==> src/rtl/amp_seq_pkg.sv <==
package amp_seq_pkg;

    typedef enum logic [1:0] {
        REQ_STBY = 2'd0,
        REQ_MUTE = 2'd1,
        REQ_OPER = 2'd2,
        REQ_RSVD = 2'd3
    } req_e;

    typedef enum logic [2:0] {
        SQ_STBY = 3'd0,
        SQ_TEST = 3'd1,
        SQ_ARM  = 3'd2,
        SQ_RUN  = 3'd3,
        SQ_PLAY = 3'd4,
        SQ_HOLD = 3'd5
    } seq_state_e;

    typedef struct packed {
        logic stage;
        logic pwm;
        logic audio;
        logic test;
    } seq_out_t;

    function automatic logic is_standby(req_e r);
        return (r == REQ_STBY) || (r == REQ_RSVD);
    endfunction

    function automatic seq_out_t decode_state(seq_state_e s);
        seq_out_t o;
        o.test  = (s == SQ_TEST);
        o.stage = (s == SQ_ARM) || (s == SQ_RUN) || (s == SQ_PLAY);
        o.pwm   = (s == SQ_RUN) || (s == SQ_PLAY);
        o.audio = (s == SQ_PLAY);
        return o;
    endfunction

endpackage

==> src/rtl/amp_seq_timer.sv <==
module amp_seq_timer #(
    parameter int unsigned CNT_MAX = 220,
    parameter int unsigned CW      = $clog2(CNT_MAX + 1)
) (
    input  logic          clk,
    input  logic          rst,
    input  logic          clr,
    input  logic          tick,
    output logic [CW-1:0] cnt
);
    localparam logic [CW-1:0] SAT = CW'(CNT_MAX);

    logic [CW-1:0] cnt_q;

    always_ff @(posedge clk) begin
        if (rst || clr)
            cnt_q <= '0;
        else if (tick && (cnt_q != SAT))
            cnt_q <= cnt_q + 1'b1;
    end

    assign cnt = cnt_q;
endmodule

==> src/rtl/amp_seq_fsm.sv <==
module amp_seq_fsm
    import amp_seq_pkg::*;
#(
    parameter int unsigned CW      = 8,
    parameter int unsigned T_START = 110,
    parameter int unsigned T_GAP   = 110
) (
    input  logic          clk,
    input  logic          rst,
    input  req_e          mode,
    input  logic [CW-1:0] cnt,
    input  logic          test_ok,
    input  logic          fault,
    output seq_state_e    state,
    output logic          restart
);
    localparam logic [CW-1:0] START_C = CW'(T_START);
    localparam logic [CW-1:0] GAP_C   = CW'(T_GAP);

    seq_state_e state_q, state_d;
    req_e       mode_q;

    always_comb begin
        state_d = state_q;
        if (is_standby(mode)) begin
            state_d = SQ_STBY;
        end else if (state_q == SQ_STBY) begin
            if (!fault) state_d = SQ_TEST;
        end else if (fault) begin
            state_d = SQ_HOLD;
        end else begin
            unique case (state_q)
                SQ_TEST: if ((cnt >= START_C) && test_ok) state_d = SQ_ARM;
                SQ_ARM:  state_d = SQ_RUN;
                SQ_RUN:  if ((mode == REQ_OPER) && (cnt >= GAP_C)) state_d = SQ_PLAY;
                SQ_PLAY: if (mode == REQ_MUTE) state_d = SQ_RUN;
                SQ_HOLD: state_d = SQ_TEST;
                default: state_d = SQ_STBY;
            endcase
        end
    end

    always_ff @(posedge clk) begin
        if (rst) begin
            state_q <= SQ_STBY;
            mode_q  <= REQ_STBY;
        end else begin
            state_q <= state_d;
            mode_q  <= mode;
        end
    end

    assign state   = state_q;
    assign restart = (state_d != state_q) || (mode != mode_q);
endmodule

==> src/rtl/amp_seq_outdec.sv <==
module amp_seq_outdec
    import amp_seq_pkg::*;
(
    input  seq_state_e state,
    output seq_out_t   outs
);
    always_comb outs = decode_state(state);
endmodule

==> src/rtl/amp_mode_seq.sv <==
module amp_mode_seq
    import amp_seq_pkg::*;
#(
    parameter int unsigned T_SHORT = 110,
    parameter int unsigned T_LONG  = 220
) (
    input  logic       clk,
    input  logic       rst,
    input  logic       tick_ms,
    input  logic [1:0] mode_req,
    input  logic       short_test_ok,
    input  logic       prot_fault,
    output logic       pwr_stage_en,
    output logic       pwm_run,
    output logic       audio_on,
    output logic       short_test_req
);
    localparam int unsigned T_GAP = T_LONG - T_SHORT;
    localparam int unsigned CW    = $clog2(T_LONG + 1);

    logic [CW-1:0] cnt;
    logic          restart;
    seq_state_e    state;
    seq_out_t      outs;

    amp_seq_timer #(.CNT_MAX(T_LONG), .CW(CW)) i_timer (
        .clk  (clk),
        .rst  (rst),
        .clr  (restart),
        .tick (tick_ms),
        .cnt  (cnt)
    );

    amp_seq_fsm #(.CW(CW), .T_START(T_SHORT), .T_GAP(T_GAP)) i_fsm (
        .clk     (clk),
        .rst     (rst),
        .mode    (req_e'(mode_req)),
        .cnt     (cnt),
        .test_ok (short_test_ok),
        .fault   (prot_fault),
        .state   (state),
        .restart (restart)
    );

    amp_seq_outdec i_dec (
        .state (state),
        .outs  (outs)
    );

    assign pwr_stage_en   = outs.stage;
    assign pwm_run        = outs.pwm;
    assign audio_on       = outs.audio;
    assign short_test_req = outs.test;
endmodule

==> config.mk <==
export PLATFORM = sky130hd
export DESIGN_NAME = amp_mode_seq
export DESIGN_NICKNAME = d
export VERILOG_FILES = /design/src/rtl/amp_seq_pkg.sv /design/src/rtl/amp_seq_timer.sv /design/src/rtl/amp_seq_fsm.sv /design/src/rtl/amp_seq_outdec.sv /design/src/rtl/amp_mode_seq.sv
export SDC_FILE = /design/constraint.sdc
export NUM_CORES = 1
export LEC_CHECK = 0
export BUFFER_PORTS_ARGS = -buffer_cell sky130_fd_sc_hd__buf_2
export CAP_MARGIN = 10
export CELL_PAD_IN_SITES_DETAIL_PLACEMENT = 1
export CELL_PAD_IN_SITES_GLOBAL_PLACEMENT = 1
export CORE_UTILIZATION = 29
export DETAILED_ROUTE_END_ITERATION = 6
export PLACE_DENSITY = 0.61
export SYNTH_ARGS = -nofsm -noshare
export SYNTH_HDL_FRONTEND = slang
export SYNTH_SLANG_ARGS = --single-unit
==> constraint.sdc <==
create_clock -name clk -period 1.83 [get_ports clk]
set_input_delay 0.183 -clock clk [delete_from_list [all_inputs] [get_ports clk]]
set_output_delay 0.183 -clock clk [all_outputs]
set_load 0.01 [all_outputs]
Word-level counts from Yosys, hierarchy flattened
Index checks and enable logic that the tools add are counted.

storage, ports and cells
  register bits = 13
  bits in latches = 0
  bits in writable memories = 0
  memory bits (read-only) = 0
  input port bits = 7
  output and inout bits = 4
  word-level logic and storage cells = 35
  memories kept = 0

cells by class
  add/subtract/negate cells = 1
  $mul = 0
  divide/modulo/power cells = 0
  magnitude comparators = 1
  equality and inequality tests = 11
  shift operators = 0
  muxes and demuxes = 8
  bitwise logic cells = 0
  reductions and logical operators = 11

operators with widths
  kind                   count
  $mux W3                7
  $pmux W3 S5            1
  $add A8 B1 Y8 const B  1
  $ge A8 B7 Y1 const B   1
  $ne A8 B8 Y1 const B   1
  $eq A3 B2 Y1 const B   2
  $eq A3 B3 Y1 const B   2
  $logic_or A1 B1 Y1     6
  $eq A2 B2 Y1 const B   2
  $eq A3 B1 Y1 const B   1
  $logic_and A1 B1 Y1    3
  $logic_not A3 Y1       1
  $ne A3 B3 Y1           1
  $eq A2 B1 Y1 const B   1
  $logic_not A2 Y1       1
  $ne A2 B2 Y1           1

Logic depth before layout (Yosys ltp)
Gate-level depths: netlist (run 1).

  depth after elaboration = 10
  mapped depth = 8
  mapped depth without buffers = 7

Hierarchy
From an unflattened synthesis (run 1), not the netlist that was laid out.

unflattened totals
  cells, all modules = 110
  area total of the unflattened synthesis = 944.7 µm²

by module, submodules not included
  module          instances  cells each  area each (µm²)
  amp_seq_timer   1          48          451.7
  amp_seq_fsm     1          56          446.7
  amp_seq_outdec  1          6           46.3

Least setup slack after synthesis (run 1)
OpenSTA, ideal clock, no wires.

  kind = reg-to-reg
  start point = reg i_timer.cnt_q[1], in the netlist i_timer.cnt[1]
  end point = reg i_timer.cnt_q[1], in the netlist i_timer.cnt[1]
  setup time = 0.126 ns
  data arrival time = 1.629 ns
  required time = 1.704 ns
  path slack = 0.075 ns
  stages on the path, launching flop included = 7
  period minus slack after synthesis = 1.755 ns
  cell sequence = dfxtp_1 > ha_1 > o211ai_2 > a211o_1 > a211o_1 > o211ai_4 > nor3b_1

on the way
  cells in the longest elaborated chain, start to end = 10
  elaborated cells on any way between the ends = 15
  those cells by class = 1 x add/sub; 1 x order compare; 2 x eq/ne; 6 x mux; 5 x reduce/logical

ends and longest elaborated chain
  item                                           line                                  source
  from (decl)                                    amp_seq_timer.sv:13                   logic [CW-1:0] cnt_q;
  from (signal assigned)                         amp_seq_timer.sv:19                   cnt_q <= cnt_q + 1'b1;
  $ge A8 B7 Y1                                   amp_seq_fsm.sv:33, amp_seq_fsm.sv:35
  $logic_and A1 B1 Y1, on equally long branches  amp_seq_fsm.sv:35, amp_seq_fsm.sv:33
  $mux W3, on equally long branches              amp_seq_fsm.sv:35, amp_seq_fsm.sv:33
  $pmux W3 S5                                    amp_seq_fsm.sv:32                     unique case (state_q)
  $mux W3                                        amp_seq_fsm.sv:29                     end else if (fault) begin
  $mux W3                                        amp_seq_fsm.sv:27                     end else if (state_q == SQ_STBY) begin
  $mux W3                                        amp_seq_fsm.sv:25                     if (is_standby(mode)) begin
  $ne A3 B3 Y1                                   amp_seq_fsm.sv:54                     assign restart = (state_d != state_q) || (mode != mode_q);
  $logic_or A1 B1 Y1                             amp_seq_fsm.sv:54
  $logic_or A1 B1 Y1                             amp_seq_timer.sv:16                   if (rst || clr)

Several ways; a longest one is shown, not always the timed one.
A chain may end at the register's enable or synchronous reset.

Worst setup path in the final report (run 1)
  start point = reg i_timer.cnt_q[0], in the netlist i_timer.cnt[0]
  end point = reg i_timer.cnt_q[7], in the netlist i_timer.cnt[7]

The elaborated chain is that of the path after synthesis.

==> metrics.cfg, run 1 <==
[clocking]
hold_buffers=0
cts_tree=built
clock_sinks=13
cts_inserted_buffers=3
htree_levels=1
clockBufferDepth=2
path_clk_slew_ns=0.08
clock_latency_ns=0.27
clockRootBuffer=clkbuf_4

[die]
ios=11
die_area_um2=3650
start_util=0.313
num_rows=20
core_area_um2=3150
fp.dieH_um=60.4
die_w_um=60.4

[setup_path]
reg2reg_to=i_timer.cnt[7]$_SDFFE_PP0P_
regToRegSetupSlack_ns=0.06
start_kind=register
crit_path_end_kind=register
crit_type=reg -> reg
r2r_start=i_timer.cnt[0]$_SDFFE_PP0P_
crit_arrival_ns=1.92
r2r_cells=7
required_ns=1.98
endpoint=i_timer.cnt[7]$_SDFFE_PP0P_
cp_max_fo=8
startpoint=i_timer.cnt[0]$_SDFFE_PP0P_

[timing]
worst_pin_slew_ns=0.472
fin_crit_ns=1.77
final_hold_viol_count=0
max_freq_mhz=564
rsz0062_at_grt=yes
period_share=0.969
slew_headroom=0.683
setup_viol=0
finalClockSkew_ns=0.00462
slew_viol_final=0

[final_layout]
nets=160
antenna_cells=0
fin_util=0.392
syn_to_final_growth_pct=25.1
drive_above_1_share=0.279
fin_area_um2=1240

[yosys]
synth_commonest_cells=nor2_1, dfxtp_1, nand2_1
synth_area_um2=988
ys_types=38
yosysMostFrequentCell=nor2_1
synth_top_area_frac=0.263
ys_seq_elements=13
synth_top_area_cell=dfxtp_1
synth-seq-area-share=0.263
ys.warnings.count=0
synth_area_leaders=dfxtp_1, xnor2_1, nor2_1
synthFlopType=dfxtp_1
synth_fp_nets=136
async_flop_share=0
synth_edf_count=0
syn_avg_cell_area_um2=7.97
synthCells=124

[detailed_routing]
drtIter0Drc=19
avgRoutedWirePerCell_um=13.2
drc_errors=0
first_pass_iters=3
antenna_left=0
avgViaCountPerCell=4.95
vias=946
routed_wl_um=2520

[pwr]
p_leak_uw=0.000466
ir_drop_v=0.000323
pwr_density_cell_nw_per_um2=452

[global_route]
grtUsageTotal=0.148
antenna_found_initial=0
grt_pass1_wl_um=4050
grt_pass1_vias=924
grt_overflow_total=0
grt_max_degree=14

[place]
place_area_um2=1140
place_congestion=0.735
io_buffers=10
dp.final_hpwl_um=1990

[flow_run]
cap_violations=0

[status]
outcome=finished, final reports clean

[worst_hold_path]
hold_class=in -> reg
hp-start=rst

[cell families after synthesis]
kind of cell	count (synthesis)	share of synthesized area
DFF	13	0.263
and+or+nand+nor	51	0.263
AOI/OAI and AO/OA	31	0.238
adders and majority gates	5	0.0633
buffers and inverters	14	0.0823
muxes	1	0.0101
xor gates and xnor gates	9	0.0798
[layout make-up]
| type | count | area (µm²) |
|---|---|---|
| Fill cell | 415 | 1920 |
| Multi-Input combinational cell | 97 | 699 |
| Sequential cell | 13 | 263 |
| Timing Repair Buffer | 25 | 163 |
| Tap cell | 44 | 55.1 |
| Inverter | 8 | 30.0 |
| Clock buffer | 4 | 26.3 |
[stage by stage]
stage | setup TNS, ns | worst slack [ns] | hold WS [ns] | power, µW | cells
floorplan | 0 | 0.0749 | 0.250 | 359 | 124
global placement | 0 | 0.0658 | 0.416 | 386 | 185
detailed placement | 0 | 0.00462 | 0.423 | 389 | 185
CTS | 0 | 0.00760 | 0.126 | 569 | 189
global route | -0.106 | -0.0324 | 0.135 | 599 | 191
finish | 0 | 0.0564 | 0.133 | 558 | 191
[worst min-delay path by stage]
stage | end | cells past startpoint
2_1_floorplan | i_fsm.mode_q[0]$_SDFF_PP0_ | 1
4_1_cts | i_fsm.mode_q[0]$_SDFF_PP0_ | 2
5_1_grt | i_fsm.mode_q[1]$_SDFF_PP0_ | 2
6_report | i_fsm.mode_q[0]$_SDFF_PP0_ | 2
3_5_place_dp | i_fsm.mode_q[0]$_SDFF_PP0_ | 2
3_3_place_gp | i_fsm.mode_q[1]$_SDFF_PP0_ | 2
[critical path, stage by stage (launching register included)]
cell      delay [ns]
dfxtp_2         0.33
inv_2           0.07
ha_4            0.13
o211ai_4        0.10
a211o_1         0.31
a211o_1         0.34
o211ai_4        0.30
nor2_1          0.08
[registers in the layout (all words and copies together), names as in the netlist]
register	cells
i_timer.cnt	8
i_fsm.state	3
i_fsm.mode_q	2
[per-layer routing]
layer | vias up | track usage | wire length, µm
met2 | 6 | 0.268 | 1250
met1 | 450 | 0.182 | 1230
met4 | 0 | 0.0399 | 8
met5 | - | 0 | 0
li1 | 488 | - | -
met3 | 2 | 0.0192 | 35
[timing repair]
item | 4_1_cts | 5_1_grt
pin swaps | 1 | 10
buffers inserted | 0 | 2
endpoints found under the setup margin | 5 | 9
resized for setup | 1 | 11
[cell usage in the layout, fill, tap and decap left out, types with 2 or more instances in the layout]
cell type	count
a21oi_1	8
buf_2	10
ha_1	4
a211oi_1	2
o21ai_0	4
nor3_1	4
nor3b_2	2
buf_4	15
nand2_1	9
dfxtp_2	2
nand2b_1	3
o221ai_2	2
xnor2_1	8
a31oi_1	2
inv_1	7
o211ai_4	2
o2111ai_1	2
dfxtp_1	11
nand3b_1	3
nor3b_1	3
nor2_1	17
nand4_1	3
a211o_1	3
clkbuf_4	3
[power breakdown]
group / internal (µW) / leakage [µW] / switching (µW)
clock: 84.2 / 0.0000150 / 86.6
combinational: 41.0 / 0.000345 / 54.4
sequential: 288 / 0.000106 / 3.94
total: 413 / 0.000466 / 145
Power figures use the tool's default switching activity.
==> run 2: changes to the inputs <==
--- a/config.mk
+++ b/config.mk
@@ -5,13 +5,14 @@
 export SDC_FILE = /design/constraint.sdc
 export NUM_CORES = 1
 export LEC_CHECK = 0
-export BUFFER_PORTS_ARGS = -buffer_cell sky130_fd_sc_hd__buf_2
+export BUFFER_PORTS_ARGS = -buffer_cell sky130_fd_sc_hd__buf_4
 export CAP_MARGIN = 10
 export CELL_PAD_IN_SITES_DETAIL_PLACEMENT = 1
 export CELL_PAD_IN_SITES_GLOBAL_PLACEMENT = 1
 export CORE_UTILIZATION = 29
 export DETAILED_ROUTE_END_ITERATION = 6
 export PLACE_DENSITY = 0.61
+export SETUP_SLACK_MARGIN = 0.15
 export SYNTH_ARGS = -nofsm -noshare
 export SYNTH_HDL_FRONTEND = slang
 export SYNTH_SLANG_ARGS = --single-unit
==> run 2 against run 1 <==
  * Register-to-register slack gained 0.07 ns
  * Fmax increased by 4.1%
  * Sequential power hardly changed
  * Clock skew decreased by 0.0033 ns
  * Largest cell class unchanged
  * First-iteration DRC count unchanged
==> metrics.cfg, run 2 (same netlist as run 1, synthesis figures left out) <==
[clocking]
hold_buffers=0  ; unchanged
htree_levels=1  ; unchanged
clock_sinks=13  ; unchanged
cts_inserted_buffers=3  ; unchanged
path_clk_slew_ns=0.08  ; about the same
clockRootBuffer=clkbuf_4
cts_tree=built
clockBufferDepth=2  ; unchanged
clock_latency_ns=0.28  ; about the same

[global_route]
grt_max_degree=12  ; -2
grt_pass1_vias=1041  ; +13%
grtUsageTotal=0.179  ; +0.0317
grt_overflow_total=0  ; unchanged
grt_pass1_wl_um=4740  ; +17%
antenna_found_initial=0  ; unchanged

[detailed_routing]
antenna_left=0  ; unchanged
first_pass_iters=2  ; -1
drc_errors=0  ; unchanged
avgRoutedWirePerCell_um=14.3  ; +8.7%
routed_wl_um=2730  ; +8.2%
vias=950  ; +0.42%
drtIter0Drc=19  ; unchanged
avgViaCountPerCell=5.00  ; +0.95%

[final_layout]
antenna_cells=0  ; unchanged
largest_reg_flops=8  ; unchanged
fin_util=0.392  ; +0.000397
layout_commonest_cell=buf_4
most-common-layout-cells=buf_4, nor2_1, dfxtp_1, nand2_1
drive_above_1_share=0.260  ; -0.0186
syn_to_final_growth_pct=25.2
nets=159  ; -0.63%

[setup_path]
crit_type=reg -> reg
r2r_cells=7  ; unchanged
crit_path_end_kind=register
start_kind=register
startpoint=i_timer.cnt[0]$_SDFFE_PP0P_
crit_arrival_ns=1.87  ; -0.05 ns
required_ns=2.00  ; +0.02 ns
cp_max_fo=8  ; unchanged
r2r_start=i_timer.cnt[0]$_SDFFE_PP0P_

[die]
die_w_um=60.4  ; unchanged
die_area_um2=3650  ; unchanged
num_rows=20  ; unchanged
core_area_um2=3150  ; unchanged
start_util=0.313  ; unchanged
fp.dieH_um=60.4  ; unchanged
ios=11  ; unchanged

[pwr]
switching_share=0.273  ; +0.0137
pwr-share-clk=0.319  ; +0.013
pwr-share-seq=0.507  ; -0.016
ir_drop_v=0.000181  ; -44%
p_comb_frac=0.174  ; +0.003
switchingPower_uw=158  ; +8.7%
p_leak_uw=0.000464  ; -0.51%
pwr_density_cell_nw_per_um2=466  ; +3.2%
p_int_uw=419  ; +1.4%

[place]
dp_slack_ns=0.0283  ; +0.0237 ns
dp.final_hpwl_um=2160  ; +8.8%
io_buffers=10  ; unchanged
place_congestion=0.780  ; +6.1%

[timing]
fin_crit_ns=1.70  ; -0.0696 ns
rsz0062_at_grt=yes
setup_tns_ns=0  ; unchanged
setup_slack_ns=0.126  ; +0.0696 ns
finalClockSkew_ns=0.00130  ; -0.00332 ns
final_hold_viol_count=0  ; unchanged
slew_viol_final=0  ; unchanged
slew_headroom=0.680  ; -0.00256
period_share=0.931  ; -0.0380
setup_viol=0  ; unchanged
max_freq_mhz=587  ; +4.1%
worst_pin_slew_ns=0.478  ; +0.00626 ns

[flow_run]
cap_violations=0  ; unchanged

[worst_hold_path]
hp-start=rst
hold_class=in -> reg
min_delay_path_depth=2  ; unchanged

[status]
outcome=finished, final reports clean

## run 2: cell count changes in the layout (fill, tap and decap cells not counted), sizes merged
| cell | delta |
|---|---|
| buf | -1 |
## run 2: what timing repair did
| action | CTS | global route |
|---|---|---|
| pin swaps | 0 | 2 |
| hold endpoints to repair | 0 | 0 |
| buffers inserted | 1 | 0 |
| gates cloned | 0 | 0 |
| endpoints found under the setup margin | 9 | 11 |
| gates resized for setup | 8 | 3 |
## run 2: power by group through the flow
| stage | clock, µW | sequential, µW | combinational [µW] |
|---|---|---|---|
| finish | 184 | 292 | 100 |
| floorplan | 0 | 298 | 61.6 |
| CTS | 195 | 293 | 101 |
| detailed placement | 0 | 299 | 96.5 |
| global placement | 0 | 299 | 94.8 |
| global route | 207 | 293 | 112 |
## run 2: worst max-delay path: stages, from the launching register on
cell and delay [ns]:
dfxtp_2 0.33, inv_2 0.07, ha_4 0.14, o211ai_4 0.08
a211o_1 0.31, a211o_1 0.31, o211ai_4 0.26, nor3b_1 0.08
## run 2: final cells by class
class / instances / area [µm²]
fillers: 410 / 1920
multi-input cells: 97 / 683
flip-flops and latches: 13 / 263
repair buffers: 24 / 180
well taps: 44 / 55.1
inverters: 8 / 30.0
clock buffers: 4 / 26.3
## run 2: per-layer routing
layer  global-route usage  share of wire
met4               0.0997          0.027
met3               0.0149          0.014
met5                    0              0
met2                0.320           0.53
met1                0.211           0.43
## run 2: final timing paths
kind | end | slack (ns)
worst max-delay path | i_timer.cnt[1]$_SDFFE_PP0P_ | 0.13
worst min register to register | i_timer.cnt[4]$_SDFFE_PP0P_ | 0.62
worst min-delay path | i_fsm.mode_q[1]$_SDFF_PP0_ | 0.10
worst max register to register | i_timer.cnt[1]$_SDFFE_PP0P_ | 0.13
## run 2: stage by stage
stage / hold WS (ns) / area, µm² / instances / total power (µW)
after CTS: 0.0884 / 1240 / 190 / 588
after global placement: 0.394 / 1170 / 185 / 393
after floorplan: 0.250 / 990 / 124 / 359
final: 0.103 / 1240 / 190 / 577
after global routing: 0.0937 / 1240 / 190 / 612
after detailed placement: 0.394 / 1170 / 185 / 395
==> run 3: changes to the inputs <==
--- a/config.mk
+++ b/config.mk
@@ -11,8 +11,9 @@
 export CELL_PAD_IN_SITES_GLOBAL_PLACEMENT = 1
 export CORE_UTILIZATION = 29
 export DETAILED_ROUTE_END_ITERATION = 6
-export PLACE_DENSITY = 0.61
+export PLACE_DENSITY_LB_ADDON = 0.05
 export SETUP_SLACK_MARGIN = 0.15
 export SYNTH_ARGS = -nofsm -noshare
 export SYNTH_HDL_FRONTEND = slang
+export SYNTH_HIERARCHICAL = 1
 export SYNTH_SLANG_ARGS = --single-unit
==> run 3 against run 2 <==
  * The run now ends with setup timing left
  * Final area up 11%
  * Largest power group unchanged
  * Largest cell class unchanged
  * Routed wire length down 0.18%
  * Sequential power about the same
  * Clock power up 9.8%
  * Global-route usage down 0.90 points
  * Clock-buffer cell count down 1
  * Critical endpoint is now i_timer/cnt[5]$_SDFFE_PP0P_
  * Clock skew up 0.0080 ns
  * Worst hold slack better by 0.018 ns
==> metrics.cfg, run 3 <==
[place]
place_area_um2=1260  ; +8.4%
dp.final_hpwl_um=2100  ; -2.6%
dp_slack_ns=-0.262  ; -0.290 ns
place_congestion=0.770  ; -1.2%
io_buffers=10  ; unchanged

[pwr]
pwr-share-clk=0.311  ; -0.008
p_int_uw=448  ; +6.9%
switching_share=0.308  ; +0.0348
pwr-share-seq=0.453  ; -0.054
p_leak_uw=0.000499  ; +7.6%
p_comb_frac=0.236  ; +0.062
switchingPower_uw=200  ; +27%
pwr_density_cell_nw_per_um2=470  ; +0.84%
ir_drop_v=0.000245  ; +36%

[die]
num_rows=20  ; unchanged
ios=11  ; unchanged
core_area_um2=3080  ; -2.4%
die_area_um2=3490  ; -4.3%
fp.dieH_um=59.1  ; -2.2%
start_util=0.307  ; -0.00658
die_w_um=59.1  ; -2.2%

[yosys]
async_flop_share=0  ; unchanged
synth_edf_count=0  ; unchanged
synth_area_um2=945  ; -4.4%
synth_area_leaders=dfxtp_1, ha_1, mux2i_1
synth_top_area_frac=0.275  ; +0.0122
synth-seq-area-share=0.275  ; +0.0122
synth_top_area_cell=dfxtp_1
synthFlopType=dfxtp_1
ys_types=44  ; +16%
syn_avg_cell_area_um2=8.59  ; +7.7%
yosysMostFrequentCell=dfxtp_1
synth_fp_nets=121  ; -11%
synthCells=110  ; -11%
synth_commonest_cells=dfxtp_1, inv_1, nand2_1
ys_seq_elements=13  ; unchanged
ys.warnings.count=6  ; +6

[final_layout]
largest_reg_flops=8  ; unchanged
layout_commonest_cell=buf_4
fin_util=0.448  ; +0.0551
multi_input_area_um2=727  ; +6.4%
fin_area_um2=1380  ; +11%
nets=157  ; -1.3%
antenna_cells=0  ; unchanged
drive_above_1_share=0.448  ; +0.188
syn_to_final_growth_pct=45.8
final-seq-area_um2=264  ; +0.48%
most-common-layout-cells=buf_4, dfxtp_1, nand2_1, inv_1
fillCellCount=372  ; -9.3%

[timing]
finalClockSkew_ns=0.00926  ; +0.00795 ns
setup_viol=8  ; +8
slew_headroom=0.694  ; +0.0140
worst_pin_slew_ns=0.454  ; -0.0239 ns
period_share=1.11  ; +0.176
setup_slack_ns=-0.196  ; -0.322 ns
fin_crit_ns=2.03  ; +0.322 ns
rsz0062_at_grt=yes
slew_viol_final=0  ; unchanged
max_freq_mhz=494  ; -16%
setup_tns_ns=-1.14  ; -1.14 ns
hold_ws_ns=0.121  ; +0.0182 ns
final_hold_viol_count=0  ; unchanged

[detailed_routing]
antenna_left=0  ; unchanged
routed_wl_um=2720  ; -0.18%
avgRoutedWirePerCell_um=14.4  ; +0.34%
avgViaCountPerCell=5.05  ; +1.1%
first_pass_iters=4  ; +2
vias=955  ; +0.53%
drc_errors=0  ; unchanged
drtIter0Drc=32  ; +13

[setup_path]
reg2reg_to=i_timer/cnt[5]$_SDFFE_PP0P_
required_ns=2.05  ; +0.05 ns
crit_arrival_ns=2.25  ; +0.38 ns
cp_max_fo=3  ; -5
regToRegSetupSlack_ns=-0.20  ; -0.32 ns
critical_path_depth=8  ; +1
endpoint=i_timer/cnt[5]$_SDFFE_PP0P_
start_kind=register
cp_num_buf_inv=1  ; unchanged
critical-path-slowest-cell=or3_4
crit_path_end_kind=register
critPathMaxStageDelay_ns=0.36  ; +0.03 ns
r2r_cells=8  ; +1
cp_top_family=simple AND/OR/NAND/NOR gates
cp_cell_sequence=a311oi_4, buf_4, nor3b_2, o311a_1, nand2_1, nand4b_1, or3_4, mux2i_1
crit_type=reg -> reg
r2r_start=i_timer/cnt[3]$_SDFFE_PP0P_
startpoint=i_timer/cnt[3]$_SDFFE_PP0P_

[flow_run]
cap_violations=0  ; unchanged

[global_route]
grt_max_degree=10  ; -2
grt_pass1_wl_um=4370  ; -7.7%
antenna_found_initial=0  ; unchanged
grt_overflow_total=0  ; unchanged
grtUsageTotal=0.170  ; -0.00902
grt_pass1_vias=938  ; -9.9%

[clocking]
clock_latency_ns=0.29  ; about the same
cts_tree=built
clockBufferDepth=2  ; unchanged
path_clk_slew_ns=0.10  ; +0.02 ns
clockRootBuffer=clkbuf_4
cts_inserted_buffers=3  ; unchanged
clock_sinks=13  ; unchanged
htree_levels=1  ; unchanged

[status]
outcome=complete, but fails checks
violations=setup timing

[worst_hold_path]
hold_class=in -> reg

run 3: worst min path at each step:
stage               start                          to  depth (start not counted)
finish                rst  i_fsm/mode_q[1]$_SDFF_PP0_                          2
global route          rst  i_fsm/mode_q[1]$_SDFF_PP0_                          2
CTS                   rst  i_fsm/mode_q[1]$_SDFF_PP0_                          2
detailed placement    rst  i_fsm/mode_q[1]$_SDFF_PP0_                          2
global placement      rst  i_fsm/mode_q[0]$_SDFF_PP0_                          2
floorplan             rst  i_fsm/mode_q[0]$_SDFF_PP0_                          1
run 3: layout make-up:
cell class / count / share of cell area
Clock buffer: 3 / 0.0163
Clock inverter: 1 / 0.00363
Inverter: 9 / 0.0245
Multi-Input combinational cell: 84 / 0.528
Sequential cell: 13 / 0.192
Tap cell: 44 / 0.0400
Timing Repair Buffer: 35 / 0.196
run 3: kinds of logic (layout without fill, tap and decap cells):
kind of cell,after synthesis,count (layout),synth area share
AO/OA/AOI/OAI,30,30,0.256
XOR/XNOR,2,2,0.0185
adder cells (fa/ha/maj),4,4,0.0530
buffers and inverters,13,48,0.0570
flip-flops,13,13,0.275
multiplexers,5,5,0.0530
AND/OR/NAND/NOR,43,43,0.287
run 3: power groups by stage:
stage / Sequential (µW) / Clock, µW / Combinational (µW)
after floorplan: 300 / 0 / 77.7
after global placement: 300 / 0 / 137
after detailed placement: 300 / 0 / 139
after CTS: 293 / 209 / 147
after global routing: 294 / 223 / 167
final: 293 / 202 / 153
run 3: stage by stage:
step           total power, µW  cells
2_1_floorplan              378    110
3_3_place_gp               437    183
3_5_place_dp               439    183
4_1_cts                    650    188
5_1_grt                    684    189
6_report                   647    189
run 3: per-layer routing:
layer  global-route usage  up-vias  wire length, µm
met2                0.317        8             1480
met3               0.0393        2               60
li1                     -      485                -
met1                0.195      460             1160
met5                    0        -                0
met4               0.0408        0               21
run 3: what timing repair did:
action,CTS,global route
setup buffers,1,1
hold buffers,0,0
pin swaps,4,1
resized for setup,5,9
setup endpoints to repair,9,12
